===== src/rtl/pwm_tmr_pkg.sv =====
package pwm_tmr_pkg;

  typedef enum logic [1:0] {
    ALIGN_LEFT   = 2'd0,
    ALIGN_RIGHT  = 2'd1,
    ALIGN_CENTER = 2'd2
  } align_e;

  localparam int unsigned ADDR_CTRL   = 0;
  localparam int unsigned ADDR_PERIOD = 1;
  localparam int unsigned ADDR_DUTY0  = 2;

  localparam int unsigned CTRL_CENTER = 0;
  localparam int unsigned CTRL_BYPASS = 1;
  localparam int unsigned CTRL_RIGHT0 = 2;

endpackage


===== src/rtl/pwm_timebase.sv =====
module pwm_timebase #(
  parameter int unsigned CNT_W = 8
) (
  input  logic             clk_i,
  input  logic             rst_ni,
  input  logic             en_i,
  input  logic             center_i,
  input  logic [CNT_W-1:0] period_i,
  output logic [CNT_W-1:0] cnt_o,
  output logic             last_o
);

  localparam logic [CNT_W-1:0] ONE = CNT_W'(1);

  logic [CNT_W-1:0] cnt_q, cnt_n;
  logic             up_q, up_n;
  logic             last;

  always_comb begin
    cnt_n = cnt_q;
    up_n  = up_q;
    last  = 1'b0;
    if (!center_i) begin
      up_n = 1'b1;
      if (cnt_q >= period_i) begin
        last  = 1'b1;
        cnt_n = '0;
      end else begin
        cnt_n = cnt_q + ONE;
      end
    end else if (up_q) begin
      if (cnt_q >= period_i) begin
        if (period_i <= ONE) begin
          last  = 1'b1;
          cnt_n = '0;
        end else begin
          cnt_n = period_i - ONE;
          up_n  = 1'b0;
        end
      end else begin
        cnt_n = cnt_q + ONE;
      end
    end else begin
      if (cnt_q <= ONE) begin
        last  = 1'b1;
        cnt_n = '0;
        up_n  = 1'b1;
      end else begin
        cnt_n = cnt_q - ONE;
      end
    end
    if (!en_i) begin
      cnt_n = '0;
      up_n  = 1'b1;
      last  = 1'b0;
    end
  end

  always_ff @(posedge clk_i) begin
    if (!rst_ni) begin
      cnt_q <= '0;
      up_q  <= 1'b1;
    end else begin
      cnt_q <= cnt_n;
      up_q  <= up_n;
    end
  end

  assign cnt_o  = cnt_q;
  assign last_o = last;

endmodule


===== src/rtl/pwm_regbank.sv =====
module pwm_regbank
  import pwm_tmr_pkg::*;
#(
  parameter int unsigned CNT_W  = 8,
  parameter int unsigned N_CH   = 3,
  parameter int unsigned ADDR_W = 4
) (
  input  logic                       clk_i,
  input  logic                       rst_ni,
  input  logic                       en_i,
  input  logic                       load_i,
  input  logic                       wr_en_i,
  input  logic [ADDR_W-1:0]          wr_addr_i,
  input  logic [CNT_W-1:0]           wr_data_i,
  output logic                       center_o,
  output logic                       bypass_o,
  output logic [N_CH-1:0]            right_o,
  output logic [CNT_W-1:0]           period_o,
  output logic [N_CH-1:0][CNT_W-1:0] duty_o
);

  localparam int unsigned CTRL_W = CTRL_RIGHT0 + N_CH;

  logic [CTRL_W-1:0] ctrl_q;
  logic              take;
  logic              hit_period;

  assign take       = !en_i || load_i;
  assign hit_period = wr_en_i && (int'(wr_addr_i) == ADDR_PERIOD);

  always_ff @(posedge clk_i) begin
    if (!rst_ni) begin
      ctrl_q <= '0;
    end else if (wr_en_i && (int'(wr_addr_i) == ADDR_CTRL)) begin
      ctrl_q <= wr_data_i[CTRL_W-1:0];
    end
  end

  assign center_o = ctrl_q[CTRL_CENTER];
  assign bypass_o = ctrl_q[CTRL_BYPASS];
  assign right_o  = ctrl_q[CTRL_W-1:CTRL_RIGHT0];

  // period: shadow plus active copy
  logic [CNT_W-1:0] per_sh_q, per_act_q;

  always_ff @(posedge clk_i) begin
    if (!rst_ni) begin
      per_sh_q  <= '1;
      per_act_q <= '1;
    end else begin
      if (hit_period) per_sh_q <= wr_data_i;
      if (hit_period && bypass_o) per_act_q <= wr_data_i;
      else if (take)              per_act_q <= per_sh_q;
    end
  end

  assign period_o = per_act_q;

  // duty: one shadow/active pair per channel
  for (genvar g = 0; g < N_CH; g++) begin : g_duty
    logic [CNT_W-1:0] sh_q, act_q;
    logic             hit;

    assign hit = wr_en_i && (int'(wr_addr_i) == ADDR_DUTY0 + g);

    always_ff @(posedge clk_i) begin
      if (!rst_ni) begin
        sh_q  <= '0;
        act_q <= '0;
      end else begin
        if (hit) sh_q <= wr_data_i;
        if (hit && bypass_o) act_q <= wr_data_i;
        else if (take)       act_q <= sh_q;
      end
    end

    assign duty_o[g] = act_q;
  end

endmodule


===== src/rtl/pwm_compare.sv =====
module pwm_compare
  import pwm_tmr_pkg::*;
#(
  parameter int unsigned CNT_W = 8
) (
  input  logic             clk_i,
  input  logic             rst_ni,
  input  logic             en_i,
  input  align_e           align_i,
  input  logic [CNT_W-1:0] cnt_i,
  input  logic [CNT_W-1:0] period_i,
  input  logic [CNT_W-1:0] duty_i,
  output logic             pwm_o
);

  localparam int unsigned EXT_W = CNT_W + 1;

  logic [EXT_W-1:0] tail_sum;
  logic             level;
  logic             pwm_q;

  assign tail_sum = {1'b0, cnt_i} + {1'b0, duty_i};

  always_comb begin
    unique case (align_i)
      ALIGN_RIGHT: level = tail_sum > {1'b0, period_i};
      default:     level = cnt_i < duty_i;
    endcase
  end

  always_ff @(posedge clk_i) begin
    if (!rst_ni) pwm_q <= 1'b0;
    else         pwm_q <= en_i && level;
  end

  assign pwm_o = pwm_q;

endmodule


===== src/rtl/pwm_timer_group.sv =====
module pwm_timer_group
  import pwm_tmr_pkg::*;
#(
  parameter int unsigned CNT_W  = 8,
  parameter int unsigned N_CH   = 3,
  parameter int unsigned ADDR_W = 4
) (
  input  logic              clk_i,
  input  logic              rst_ni,
  input  logic              en_i,
  input  logic              wr_en_i,
  input  logic [ADDR_W-1:0] wr_addr_i,
  input  logic [CNT_W-1:0]  wr_data_i,
  output logic [N_CH-1:0]   pwm_o,
  output logic              period_pulse_o
);

  logic                       center, bypass;
  logic [N_CH-1:0]            right;
  logic [CNT_W-1:0]           act_period;
  logic [N_CH-1:0][CNT_W-1:0] act_duty;
  logic [CNT_W-1:0]           cnt;
  logic                       last;
  logic                       load;
  logic                       pulse_q;

  assign load = en_i && last;

  pwm_regbank #(
    .CNT_W (CNT_W),
    .N_CH  (N_CH),
    .ADDR_W(ADDR_W)
  ) u_regs (
    .clk_i    (clk_i),
    .rst_ni   (rst_ni),
    .en_i     (en_i),
    .load_i   (load),
    .wr_en_i  (wr_en_i),
    .wr_addr_i(wr_addr_i),
    .wr_data_i(wr_data_i),
    .center_o (center),
    .bypass_o (bypass),
    .right_o  (right),
    .period_o (act_period),
    .duty_o   (act_duty)
  );

  pwm_timebase #(
    .CNT_W(CNT_W)
  ) u_base (
    .clk_i   (clk_i),
    .rst_ni  (rst_ni),
    .en_i    (en_i),
    .center_i(center),
    .period_i(act_period),
    .cnt_o   (cnt),
    .last_o  (last)
  );

  for (genvar g = 0; g < N_CH; g++) begin : g_ch
    align_e mode;
    assign mode = center   ? ALIGN_CENTER :
                  right[g] ? ALIGN_RIGHT  : ALIGN_LEFT;

    pwm_compare #(
      .CNT_W(CNT_W)
    ) u_cmp (
      .clk_i   (clk_i),
      .rst_ni  (rst_ni),
      .en_i    (en_i),
      .align_i (mode),
      .cnt_i   (cnt),
      .period_i(act_period),
      .duty_i  (act_duty[g]),
      .pwm_o   (pwm_o[g])
    );
  end

  always_ff @(posedge clk_i) begin
    if (!rst_ni) pulse_q <= 1'b0;
    else         pulse_q <= load;
  end

  assign period_pulse_o = pulse_q;

endmodule


===== config.mk =====
export PLATFORM = sky130hd
export DESIGN_NAME = pwm_timer_group
export DESIGN_NICKNAME = d
export VERILOG_FILES = /design/src/rtl/pwm_tmr_pkg.sv /design/src/rtl/pwm_timebase.sv /design/src/rtl/pwm_regbank.sv /design/src/rtl/pwm_compare.sv /design/src/rtl/pwm_timer_group.sv
export SDC_FILE = /design/constraint.sdc
export NUM_CORES = 1
export LEC_CHECK = 0
export BUFFER_PORTS_ARGS = -buffer_cell sky130_fd_sc_hd__buf_2
export CORE_ASPECT_RATIO = 0.8
export CORE_MARGIN = 2
export CORE_UTILIZATION = 25
export DETAILED_ROUTE_END_ITERATION = 10
export MAX_ROUTING_LAYER = met4
export PLACE_DENSITY = 0.43
export SYNTH_ARGS = -nofsm -noshare
export SYNTH_HDL_FRONTEND = slang
export SYNTH_SLANG_ARGS = --single-unit

===== constraint.sdc =====
create_clock -name clk_i -period 3.55 [get_ports clk_i]
set_input_delay 0.8875 -clock clk_i [delete_from_list [all_inputs] [get_ports clk_i]]
set_output_delay 0.8875 -clock clk_i [all_outputs]
set_load 0.1 [all_outputs]

==> impl_metrics.prom, run 1 <==
# TYPE chip_impl_metric gauge
chip_impl_metric{name="clock_slew_at_the_register_clock_pins_of_the_worst_setup_and_hold_paths",unit="ns"} 0.07
chip_impl_metric{name="finalNetCount",unit=""} 858
chip_impl_metric{name="drt_iter0_markers",unit=""} 392
chip_impl_metric{name="num_vias",unit=""} 4937
chip_impl_info{name="path_common_cell",value="sky130_fd_sc_hd__nor2_1"} 1
chip_impl_metric{name="grt_antenna_before_repair",unit=""} 0
chip_impl_metric{name="synthesis.nets",unit=""} 827
chip_impl_metric{name="slew_headroom",unit=""} 0.608
chip_impl_metric{name="numCtsBuffers",unit=""} 9
chip_impl_metric{name="netSwitchingPower",unit="W"} 0.000641
chip_impl_info{name="grt_setup_unrepaired",value="no"} 1
chip_impl_metric{name="syn-mean-instance-area",unit="um2"} 8.05
chip_impl_metric{name="final_antenna_diode_count",unit=""} 0
chip_impl_info{name="worst_hold_startpoint",value="u_regs.g_duty[2].sh_q[6]$_SDFFE_PN0P_"} 1
chip_impl_metric{name="core.rowCount",unit=""} 49
chip_impl_metric{name="p_leak",unit="nW"} 2.92
chip_impl_metric{name="clkPwrFrac",unit=""} 0.441
chip_impl_info{name="synth_area_leaders",value="sky130_fd_sc_hd__dfxtp_1 28%, sky130_fd_sc_hd__ha_1 18%, sky130_fd_sc_hd__nand2_1 8.3%, sky130_fd_sc_hd__o21ai_0 3.8%, sky130_fd_sc_hd__a31oi_1 3.7%"} 1
chip_impl_metric{name="io_buffer_count",unit=""} 19
chip_impl_metric{name="first_pass_iters",unit=""} 5
chip_impl_metric{name="place_hpwl",unit="mm"} 13.3
chip_impl_metric{name="report.final.hold_viol_count",unit=""} 0
chip_impl_metric{name="post-cts-setup-buffer-count",unit=""} 0
chip_impl_info{name="reg2reg_from",value="u_regs.g_duty[1].act_q[0]$_SDFFE_PN0P_"} 1
chip_impl_metric{name="postRouteAntennaNets",unit=""} 0
chip_impl_metric{name="cts_resized",unit=""} 0
chip_impl_metric{name="finalSetupTns",unit="ns"} 0
chip_impl_metric{name="area_of_the_multi_input_gates",unit="um2"} 3820
chip_impl_metric{name="ys_types",unit=""} 59
chip_impl_metric{name="die_height",unit="um"} 140
chip_impl_metric{name="filler_cell_count",unit=""} 2490
chip_impl_metric{name="worst_path_max_stage_delay",unit="ns"} 0.39
chip_impl_metric{name="setup_viol",unit=""} 0
chip_impl_metric{name="synth_top_cell_area_share",unit=""} 0.282
chip_impl_metric{name="layout_overhead_on_the_synthesized_area",unit="%"} 15.1
chip_impl_metric{name="detail_route.vias_per_cell",unit=""} 4.64
chip_impl_metric{name="internal_portion_of_total_power",unit="W"} 0.00160
chip_impl_metric{name="critPathMaxFanout",unit=""} 3
chip_impl_info{name="hold_path_end",value="u_regs.g_duty[2].sh_q[6]$_SDFFE_PN0P_"} 1
chip_impl_info{name="slowest_stage",value="sky130_fd_sc_hd__fa_1"} 1
chip_impl_metric{name="worst_pin_slew",unit="ns"} 0.587
chip_impl_metric{name="grt_usage",unit=""} 0.154
chip_impl_metric{name="sequential_cell_area",unit="um2"} 1640
chip_impl_metric{name="cts_num_sinks",unit=""} 82
chip_impl_metric{name="dpl.cell_count",unit=""} 1049
chip_impl_metric{name="ys_ff_latch",unit=""} 82
chip_impl_info{name="most-common-layout-cells",value="128 x sky130_fd_sc_hd__nand2_1, 85 x sky130_fd_sc_hd__ha_1, 82 x sky130_fd_sc_hd__dfxtp_1"} 1
chip_impl_metric{name="synth_sequential_area_ratio",unit=""} 0.282
chip_impl_metric{name="first_global_vias",unit=""} 4608
chip_impl_metric{name="p_seq_frac",unit=""} 0.425
chip_impl_metric{name="worst_ep_required_time",unit="ns"} 3.77
chip_impl_metric{name="grt_pass1_wl",unit="mm"} 27.9
chip_impl_metric{name="core_area",unit="um2"} 22700
chip_impl_metric{name="die_w",unit="um"} 175
chip_impl_info{name="crit-reg2reg-capture",value="g_ch[1].u_cmp.pwm_o$_SDFF_PN0_"} 1
chip_impl_metric{name="power_density",unit="nW/um2"} 335
chip_impl_metric{name="layout.cells.non_filler",unit=""} 1065
chip_impl_metric{name="cts_max_path_buffers",unit=""} 2
chip_impl_info{name="clock_tree_from_tritoncts",value="built"} 1
chip_impl_metric{name="syn_area",unit="um2"} 5820
chip_impl_metric{name="synth.yosys.warnings",unit=""} 0
chip_impl_metric{name="cts_hold_buffers",unit=""} 0
chip_impl_metric{name="depth_of_the_most_critical_reg_to_reg_path",unit=""} 16
chip_impl_metric{name="die_area",unit="um2"} 24500
chip_impl_metric{name="synth_edf_count",unit=""} 0
chip_impl_info{name="most_common_library_cell_in_the_layout_ignoring_fill_and_taps",value="sky130_fd_sc_hd__nand2_1"} 1
chip_impl_info{name="run_status",value="completed"} 1
chip_impl_info{name="netlist.top_cell.by_area",value="sky130_fd_sc_hd__dfxtp_1"} 1
chip_impl_info{name="dominantRegCellSynth",value="sky130_fd_sc_hd__dfxtp_1"} 1
chip_impl_metric{name="clock.fmax",unit="MHz"} 334
chip_impl_info{name="worst-setup-path-type",value="register to register"} 1
chip_impl_metric{name="rrSetupSlack",unit="ns"} 0.55
chip_impl_info{name="cts.root.buffer_cell",value="sky130_fd_sc_hd__clkbuf_16"} 1
chip_impl_metric{name="layout_worst_path_cycle_share",unit=""} 0.844
chip_impl_metric{name="grt_remaining_overflow",unit=""} 0
chip_impl_metric{name="netlist_instances",unit=""} 723
chip_impl_metric{name="routed_wirelength",unit="mm"} 17.8
chip_impl_metric{name="peakVddDrop",unit="mV"} 0.194
chip_impl_metric{name="wp_data_arrival",unit="ns"} 3.21
chip_impl_metric{name="grt_max_degree",unit=""} 63
chip_impl_metric{name="switching_share",unit=""} 0.286
chip_impl_metric{name="wl_per_cell",unit="um"} 16.7
chip_impl_info{name="type_of_destination_of_the_critical_path",value="register"} 1
chip_impl_metric{name="max_cap_viol_count",unit=""} 0
chip_impl_metric{name="cts-htree-levels",unit=""} 3
chip_impl_metric{name="ios",unit=""} 20
chip_impl_metric{name="async_flop_share",unit=""} 0
chip_impl_metric{name="finalMaxSlewViolations",unit=""} 0
chip_impl_metric{name="start_util",unit=""} 0.256
chip_impl_metric{name="post_route_clock_skew",unit="ns"} 0.0106
chip_impl_metric{name="finalCriticalPeriod",unit="ns"} 3.00
chip_impl_info{name="cell_breakdown_of_the_critical_path",value="ha_1 > inv_1 > fa_1 > o21bai_1 > a21oi_1 > nor2_1 > nor2_1 > nor2_1 > nor2_1 > xor2_1 > ha_1 > a21o_1 > a211oi_1 > a31oi_1 > a2111oi_0 > a211oi_1"} 1
chip_impl_metric{name="skew_pair_late_insertion_delay",unit="ns"} 0.35
chip_impl_metric{name="fraction_of_final_layout_cells_with_drive_strength_greater_than_1",unit=""} 0.104
chip_impl_metric{name="gp_congestion",unit=""} 0.837
chip_impl_metric{name="share_comb_of_total_power",unit=""} 0.133
chip_impl_info{name="startpoint_type",value="register"} 1
chip_impl_metric{name="drc",unit=""} 0
chip_impl_info{name="min-delay-path-class",value="register to register"} 1
chip_impl_metric{name="min_delay_path_depth",unit=""} 2
==> cells in the mapped netlist (13+ instances only) <==
cell,n
sky130_fd_sc_hd__nand2_1,128
sky130_fd_sc_hd__ha_1,85
sky130_fd_sc_hd__dfxtp_1,82
sky130_fd_sc_hd__inv_1,53
sky130_fd_sc_hd__o21ai_0,44
sky130_fd_sc_hd__nor2_1,39
sky130_fd_sc_hd__a31oi_1,34
sky130_fd_sc_hd__a21oi_1,28
sky130_fd_sc_hd__nand3_1,25
sky130_fd_sc_hd__a21boi_0,22
sky130_fd_sc_hd__xnor2_1,18
sky130_fd_sc_hd__clkbuf_1,16
sky130_fd_sc_hd__nor2b_1,14
sky130_fd_sc_hd__xor2_1,13
==> power groups by stage <==
stage	clock, W	sequential [W]	combinational, W
after detailed placement	0	0.000976	0.000300
final	0.000990	0.000955	0.000299
after global placement	0	0.000976	0.000305
after floorplan	0	0.000975	0.000195
after CTS	0.00101	0.000955	0.000302
after global routing	0.00105	0.000957	0.000334
==> worst max path at each step <==
stage,from,end,slack [ns],depth (start not counted)
after floorplan,u_base.cnt_o[1]$_SDFF_PN0_,g_ch[1].u_cmp.pwm_o$_SDFF_PN0_,0.49,15
after detailed placement,u_regs.g_duty[1].act_q[0]$_SDFFE_PN0P_,g_ch[1].u_cmp.pwm_o$_SDFF_PN0_,0.54,16
final,u_regs.g_duty[1].act_q[0]$_SDFFE_PN0P_,g_ch[1].u_cmp.pwm_o$_SDFF_PN0_,0.55,16
after global placement,u_regs.g_duty[1].act_q[0]$_SDFFE_PN0P_,g_ch[1].u_cmp.pwm_o$_SDFF_PN0_,0.55,16
after CTS,u_regs.g_duty[1].act_q[1]$_SDFFE_PN0P_,g_ch[1].u_cmp.pwm_o$_SDFF_PN0_,0.52,16
after global routing,u_regs.g_duty[1].act_q[1]$_SDFFE_PN0P_,g_ch[1].u_cmp.pwm_o$_SDFF_PN0_,0.25,16
==> worst max-delay path: cells and delay by family, from the launching register on <==
| family | cells | cell delay [ns] |
|---|---|---|
| fa+ha+maj | 3 | 0.87 |
| compound gates | 7 | 1.16 |
| xor+xnor | 1 | 0.14 |
| buf+inv | 1 | 0.06 |
| flops | 1 | 0.36 |
| simple gates | 4 | 0.28 |
==> registers in the layout (all words and copies together) (netlist names) <==
register and cells:
g_ch.u_cmp.pwm_o 3, period_pulse_o 1, u_base.cnt_o 8, u_base.up_q 1
u_regs.ctrl_q 5, u_regs.g_duty.act_q 24, u_regs.g_duty.sh_q 24, u_regs.per_sh_q 8
u_regs.period_o 8
==> kinds of logic (layout without fill, tap and decap cells) <==
group           after synthesis  in the layout  synth area share
xor+xnor                     31             31            0.0467
simple gates                250            250             0.199
compound gates              179            179             0.200
mux                          10             10            0.0172
flops                        82             82             0.282
buf+inv                      83            119            0.0611
fa+ha+maj                    88             88             0.193
==> final cells by class <==
| class | instances | area share |
|---|---|---|
| clock buffer | 10 | 0.0342 |
| clock inverter | 6 | 0.0112 |
| inverter | 55 | 0.0308 |
| multi-input combinational | 558 | 0.571 |
| sequential | 82 | 0.245 |
| tap | 306 | 0.0572 |
| timing repair buffer | 48 | 0.0505 |
==> per-stage QoR <==
| step | area (um2) | total power [W] | hold slack [ns] | setup slack [ns] | util |
|---|---|---|---|---|---|
| floorplan | 5820 | 0.00117 | 0.440 | 0.486 | - |
| global placement | 6390 | 0.00128 | 0.456 | 0.555 | 0.282 |
| detailed placement | 6390 | 0.00128 | 0.457 | 0.542 | 0.282 |
| CTS | 6690 | 0.00227 | 0.467 | 0.524 | 0.295 |
| global route | 6690 | 0.00234 | 0.490 | 0.245 | 0.295 |
| finish | 6690 | 0.00224 | 0.467 | 0.554 | 0.295 |
==> routing by layer <==
metal | track usage | up-vias | share of wire
li1 | - | 2566 | -
met1 | 0.232 | 2258 | 0.55
met2 | 0.214 | 99 | 0.40
met3 | 0.0266 | 14 | 0.042
met4 | 0.0303 | 0 | 0.010
met5 | - | - | 0
No activity file was read; power rests on OpenSTA's default activity.
==> inputs of run 2 (changes only) <==
--- a/config.mk
+++ b/config.mk
@@ -11,7 +11,7 @@
 export CORE_UTILIZATION = 25
 export DETAILED_ROUTE_END_ITERATION = 10
 export MAX_ROUTING_LAYER = met4
-export PLACE_DENSITY = 0.43
+export PLACE_DENSITY = 0.44
 export SYNTH_ARGS = -nofsm -noshare
 export SYNTH_HDL_FRONTEND = slang
 export SYNTH_SLANG_ARGS = --single-unit
==> constraint.sdc (replaced) <==
create_clock -name clk_i -period 2.5 [get_ports clk_i]
set_input_delay 0.625 -clock clk_i [delete_from_list [all_inputs] [get_ports clk_i]]
set_output_delay 0.625 -clock clk_i [all_outputs]
set_load 0.1 [all_outputs]
==> run 2 against run 1 <==
The run now ends with setup timing left. Clock power increased by 44%. Core utilization up 5.2 points. Sequential share of layout area shrank 3.4 points. Cell count rose by 7.8%. Via count grew 8.4%.
==> impl_metrics.prom, run 2 (synthesis gave the netlist of run 1 again) <==
# TYPE chip_impl_metric gauge
chip_impl_info{name="regs_by_ff_count",value="u_regs.g_duty.act_q (24), u_regs.g_duty.sh_q (24)"} 1
chip_impl_metric{name="core.rowCount",unit=""} 49
chip_impl_metric{name="num_vias",unit=""} 5351
chip_impl_metric{name="grt_max_degree",unit=""} 65
chip_impl_metric{name="numCtsBuffers",unit=""} 9
chip_impl_metric{name="critPathMaxFanout",unit=""} 3
chip_impl_info{name="type_of_destination_of_the_critical_path",value="register"} 1
chip_impl_info{name="min-delay-path-class",value="register to register"} 1
chip_impl_info{name="grt_setup_unrepaired",value="yes"} 1
chip_impl_metric{name="slew_headroom",unit=""} 0.561
chip_impl_metric{name="max_cap_viol_count",unit=""} 0
chip_impl_metric{name="grt_antenna_before_repair",unit=""} 0
chip_impl_info{name="worst_hold_startpoint",value="u_regs.ctrl_q[2]$_SDFFE_PN0P_"} 1
chip_impl_metric{name="wl_per_cell",unit="um"} 17.3
chip_impl_metric{name="cts-htree-levels",unit=""} 3
chip_impl_metric{name="final_antenna_diode_count",unit=""} 0
chip_impl_metric{name="grt_pass1_wl",unit="mm"} 30.6
chip_impl_info{name="run_status",value="finished, violations left"} 1
chip_impl_metric{name="core_area",unit="um2"} 22700
chip_impl_metric{name="report.final.hold_viol_count",unit=""} 0
chip_impl_metric{name="io_buffer_count",unit=""} 19
chip_impl_metric{name="setup_viol",unit=""} 22
chip_impl_metric{name="clock_slew_at_the_register_clock_pins_of_the_worst_setup_and_hold_paths",unit="ns"} 0.07
chip_impl_info{name="clock_tree_from_tritoncts",value="built"} 1
chip_impl_metric{name="die_area",unit="um2"} 24500
chip_impl_metric{name="use_met2",unit=""} 0.217
chip_impl_metric{name="routed_wirelength",unit="mm"} 19.9
chip_impl_metric{name="drt_iter0_markers",unit=""} 449
chip_impl_metric{name="layout_overhead_on_the_synthesized_area",unit="%"} 35.2
chip_impl_info{name="critPathLaunch",value="u_base.cnt_o[0]$_SDFF_PN0_"} 1
chip_impl_metric{name="grt_usage",unit=""} 0.170
chip_impl_metric{name="power_density",unit="nW/um2"} 427
chip_impl_metric{name="wp_data_arrival",unit="ns"} 2.98
chip_impl_metric{name="drc",unit=""} 0
chip_impl_metric{name="gr-usage-met1",unit=""} 0.270
chip_impl_info{name="cts.root.buffer_cell",value="sky130_fd_sc_hd__clkbuf_16"} 1
chip_impl_info{name="most_common_library_cell_in_the_layout_ignoring_fill_and_taps",value="sky130_fd_sc_hd__buf_4"} 1
chip_impl_metric{name="post_route_clock_skew",unit="ns"} 0.00834
chip_impl_metric{name="design_power_total",unit="W"} 0.00336
chip_impl_metric{name="worst_ep_required_time",unit="ns"} 2.74
chip_impl_info{name="startpoint_type",value="register"} 1
chip_impl_metric{name="dpl.cell_count",unit=""} 1109
chip_impl_info{name="worst-setup-path-type",value="register to register"} 1
chip_impl_metric{name="setup_slack",unit="ns"} -0.232
chip_impl_info{name="globalRoute.busiestLayer",value="met1"} 1
chip_impl_metric{name="p_leak",unit="nW"} 3.54
chip_impl_metric{name="die_w",unit="um"} 175
chip_impl_metric{name="first_global_vias",unit=""} 5076
chip_impl_info{name="reg2reg_from",value="u_base.cnt_o[0]$_SDFF_PN0_"} 1
chip_impl_metric{name="filler_cell_count",unit=""} 2421
chip_impl_metric{name="postRouteAntennaNets",unit=""} 0
chip_impl_metric{name="start_util",unit=""} 0.256
chip_impl_metric{name="ios",unit=""} 20
chip_impl_metric{name="cts_max_path_buffers",unit=""} 2
chip_impl_metric{name="peakVddDrop",unit="mV"} 0.291
chip_impl_metric{name="detail_route.vias_per_cell",unit=""} 4.66
chip_impl_info{name="violations",value="setup timing"} 1
chip_impl_metric{name="finalCriticalPeriod",unit="ns"} 2.73
chip_impl_metric{name="gp_congestion",unit=""} 0.837
chip_impl_metric{name="first_pass_iters",unit=""} 5
chip_impl_info{name="most-common-layout-cells",value="93 x sky130_fd_sc_hd__buf_4, 86 x sky130_fd_sc_hd__nand2_1, 81 x sky130_fd_sc_hd__ha_1"} 1
chip_impl_metric{name="skew_pair_late_insertion_delay",unit="ns"} 0.35
chip_impl_metric{name="grt_remaining_overflow",unit=""} 0
chip_impl_metric{name="clock.fmax",unit="MHz"} 366
chip_impl_metric{name="cts_num_sinks",unit=""} 82
chip_impl_metric{name="layout.cells.non_filler",unit=""} 1148
chip_impl_metric{name="finalMaxSlewViolations",unit=""} 0
chip_impl_metric{name="place_hpwl",unit="mm"} 14.1
chip_impl_metric{name="fraction_of_final_layout_cells_with_drive_strength_greater_than_1",unit=""} 0.290
chip_impl_metric{name="layout_worst_path_cycle_share",unit=""} 1.09
chip_impl_metric{name="rrSetupSlack",unit="ns"} -0.23
chip_impl_metric{name="gr-usage-met3",unit=""} 0.0252
chip_impl_metric{name="die_height",unit="um"} 140
chip_impl_metric{name="worst_pin_slew",unit="ns"} 0.659
chip_impl_metric{name="finalNetCount",unit=""} 941
[run 2: changes by cell type in the layout (fill, tap and decap cells not counted), moves of 6 or more]
cell,previous run,this run
sky130_fd_sc_hd__dfxtp_1,82,72
sky130_fd_sc_hd__nand2_1,128,86
sky130_fd_sc_hd__a21oi_2,0,6
sky130_fd_sc_hd__dfxtp_2,0,8
sky130_fd_sc_hd__buf_6,0,9
sky130_fd_sc_hd__nand2_4,0,9
sky130_fd_sc_hd__nand2_2,0,32
sky130_fd_sc_hd__buf_4,27,93
sky130_fd_sc_hd__a21oi_1,28,22
[run 2: critical path, cell delays in order, from the launching register on]
cell and delay [ns]:
sky130_fd_sc_hd__dfxtp_4 0.37, sky130_fd_sc_hd__buf_4 0.12, sky130_fd_sc_hd__ha_4 0.12, sky130_fd_sc_hd__inv_1 0.05, sky130_fd_sc_hd__fa_2 0.33, sky130_fd_sc_hd__o21bai_1 0.18, sky130_fd_sc_hd__a21oi_2 0.09, sky130_fd_sc_hd__xor2_1 0.15
sky130_fd_sc_hd__ha_1 0.30, sky130_fd_sc_hd__o21a_1 0.19, sky130_fd_sc_hd__o211ai_1 0.17, sky130_fd_sc_hd__a21oi_1 0.06, sky130_fd_sc_hd__a211oi_1 0.21, sky130_fd_sc_hd__o221ai_1 0.12, sky130_fd_sc_hd__and3_1 0.18
[run 2: area by class of cell]
class | instances | area [um2] | share of cell area
clock buffer | 10 | 239 | 0.0304
clock inverter | 6 | 71.3 | 0.00906
inverter | 55 | 214 | 0.0272
multi-input combinational | 558 | 4170 | 0.530
sequential | 82 | 1660 | 0.211
tap | 306 | 383 | 0.0487
timing repair buffer | 131 | 1130 | 0.144
[run 2: timing repair]
| action | 4_1_cts | 5_1_grt |
|---|---|---|
| cloned | 4 | 2 |
| buffers inserted | 8 | 11 |
| endpoints found under the setup margin | 38 | 41 |
| gates resized for setup | 28 | 85 |
| pin swaps | 24 | 45 |
| hold buffers | 0 | 0 |
[run 2: path summary, 6_finish.rpt]
check | endpoint | cells past startpoint
hold / removal | u_regs.ctrl_q[2]$_SDFFE_PN0P_ | 2
hold reg to reg | u_regs.ctrl_q[2]$_SDFFE_PN0P_ | 2
setup reg to reg | g_ch[0].u_cmp.pwm_o$_SDFF_PN0_ | 14
setup / recovery | g_ch[0].u_cmp.pwm_o$_SDFF_PN0_ | 14
[run 2: power breakdown]
| group | leakage (nW) | internal (W) | switching, W |
|---|---|---|---|
| clock | 0.154 | 0.000814 | 0.000617 |
| combinational | 2.72 | 0.000247 | 0.000324 |
| sequential | 0.669 | 0.00133 | 0.0000282 |
[run 2: metrics by stage]
stage               setup slack [ns]  hold WS, ns  TNS (ns)  cell area [um2]   util
floorplan                     -0.142        0.440    -0.258             5850      -
global placement              -0.257        0.455     -5.07             6890  0.304
detailed placement            -0.295        0.457     -3.79             6890  0.304
CTS                           -0.266        0.467    -0.666             7470  0.329
global route                  -0.442        0.499     -4.31             7870  0.347
finish                        -0.232        0.472    -0.888             7870  0.347
[run 2: layer usage]
metal,vias to the layer above,part of all wire
li1,2748,-
met1,2458,0.56
met2,129,0.37
met3,16,0.053
met4,0,0.012
met5,-,0
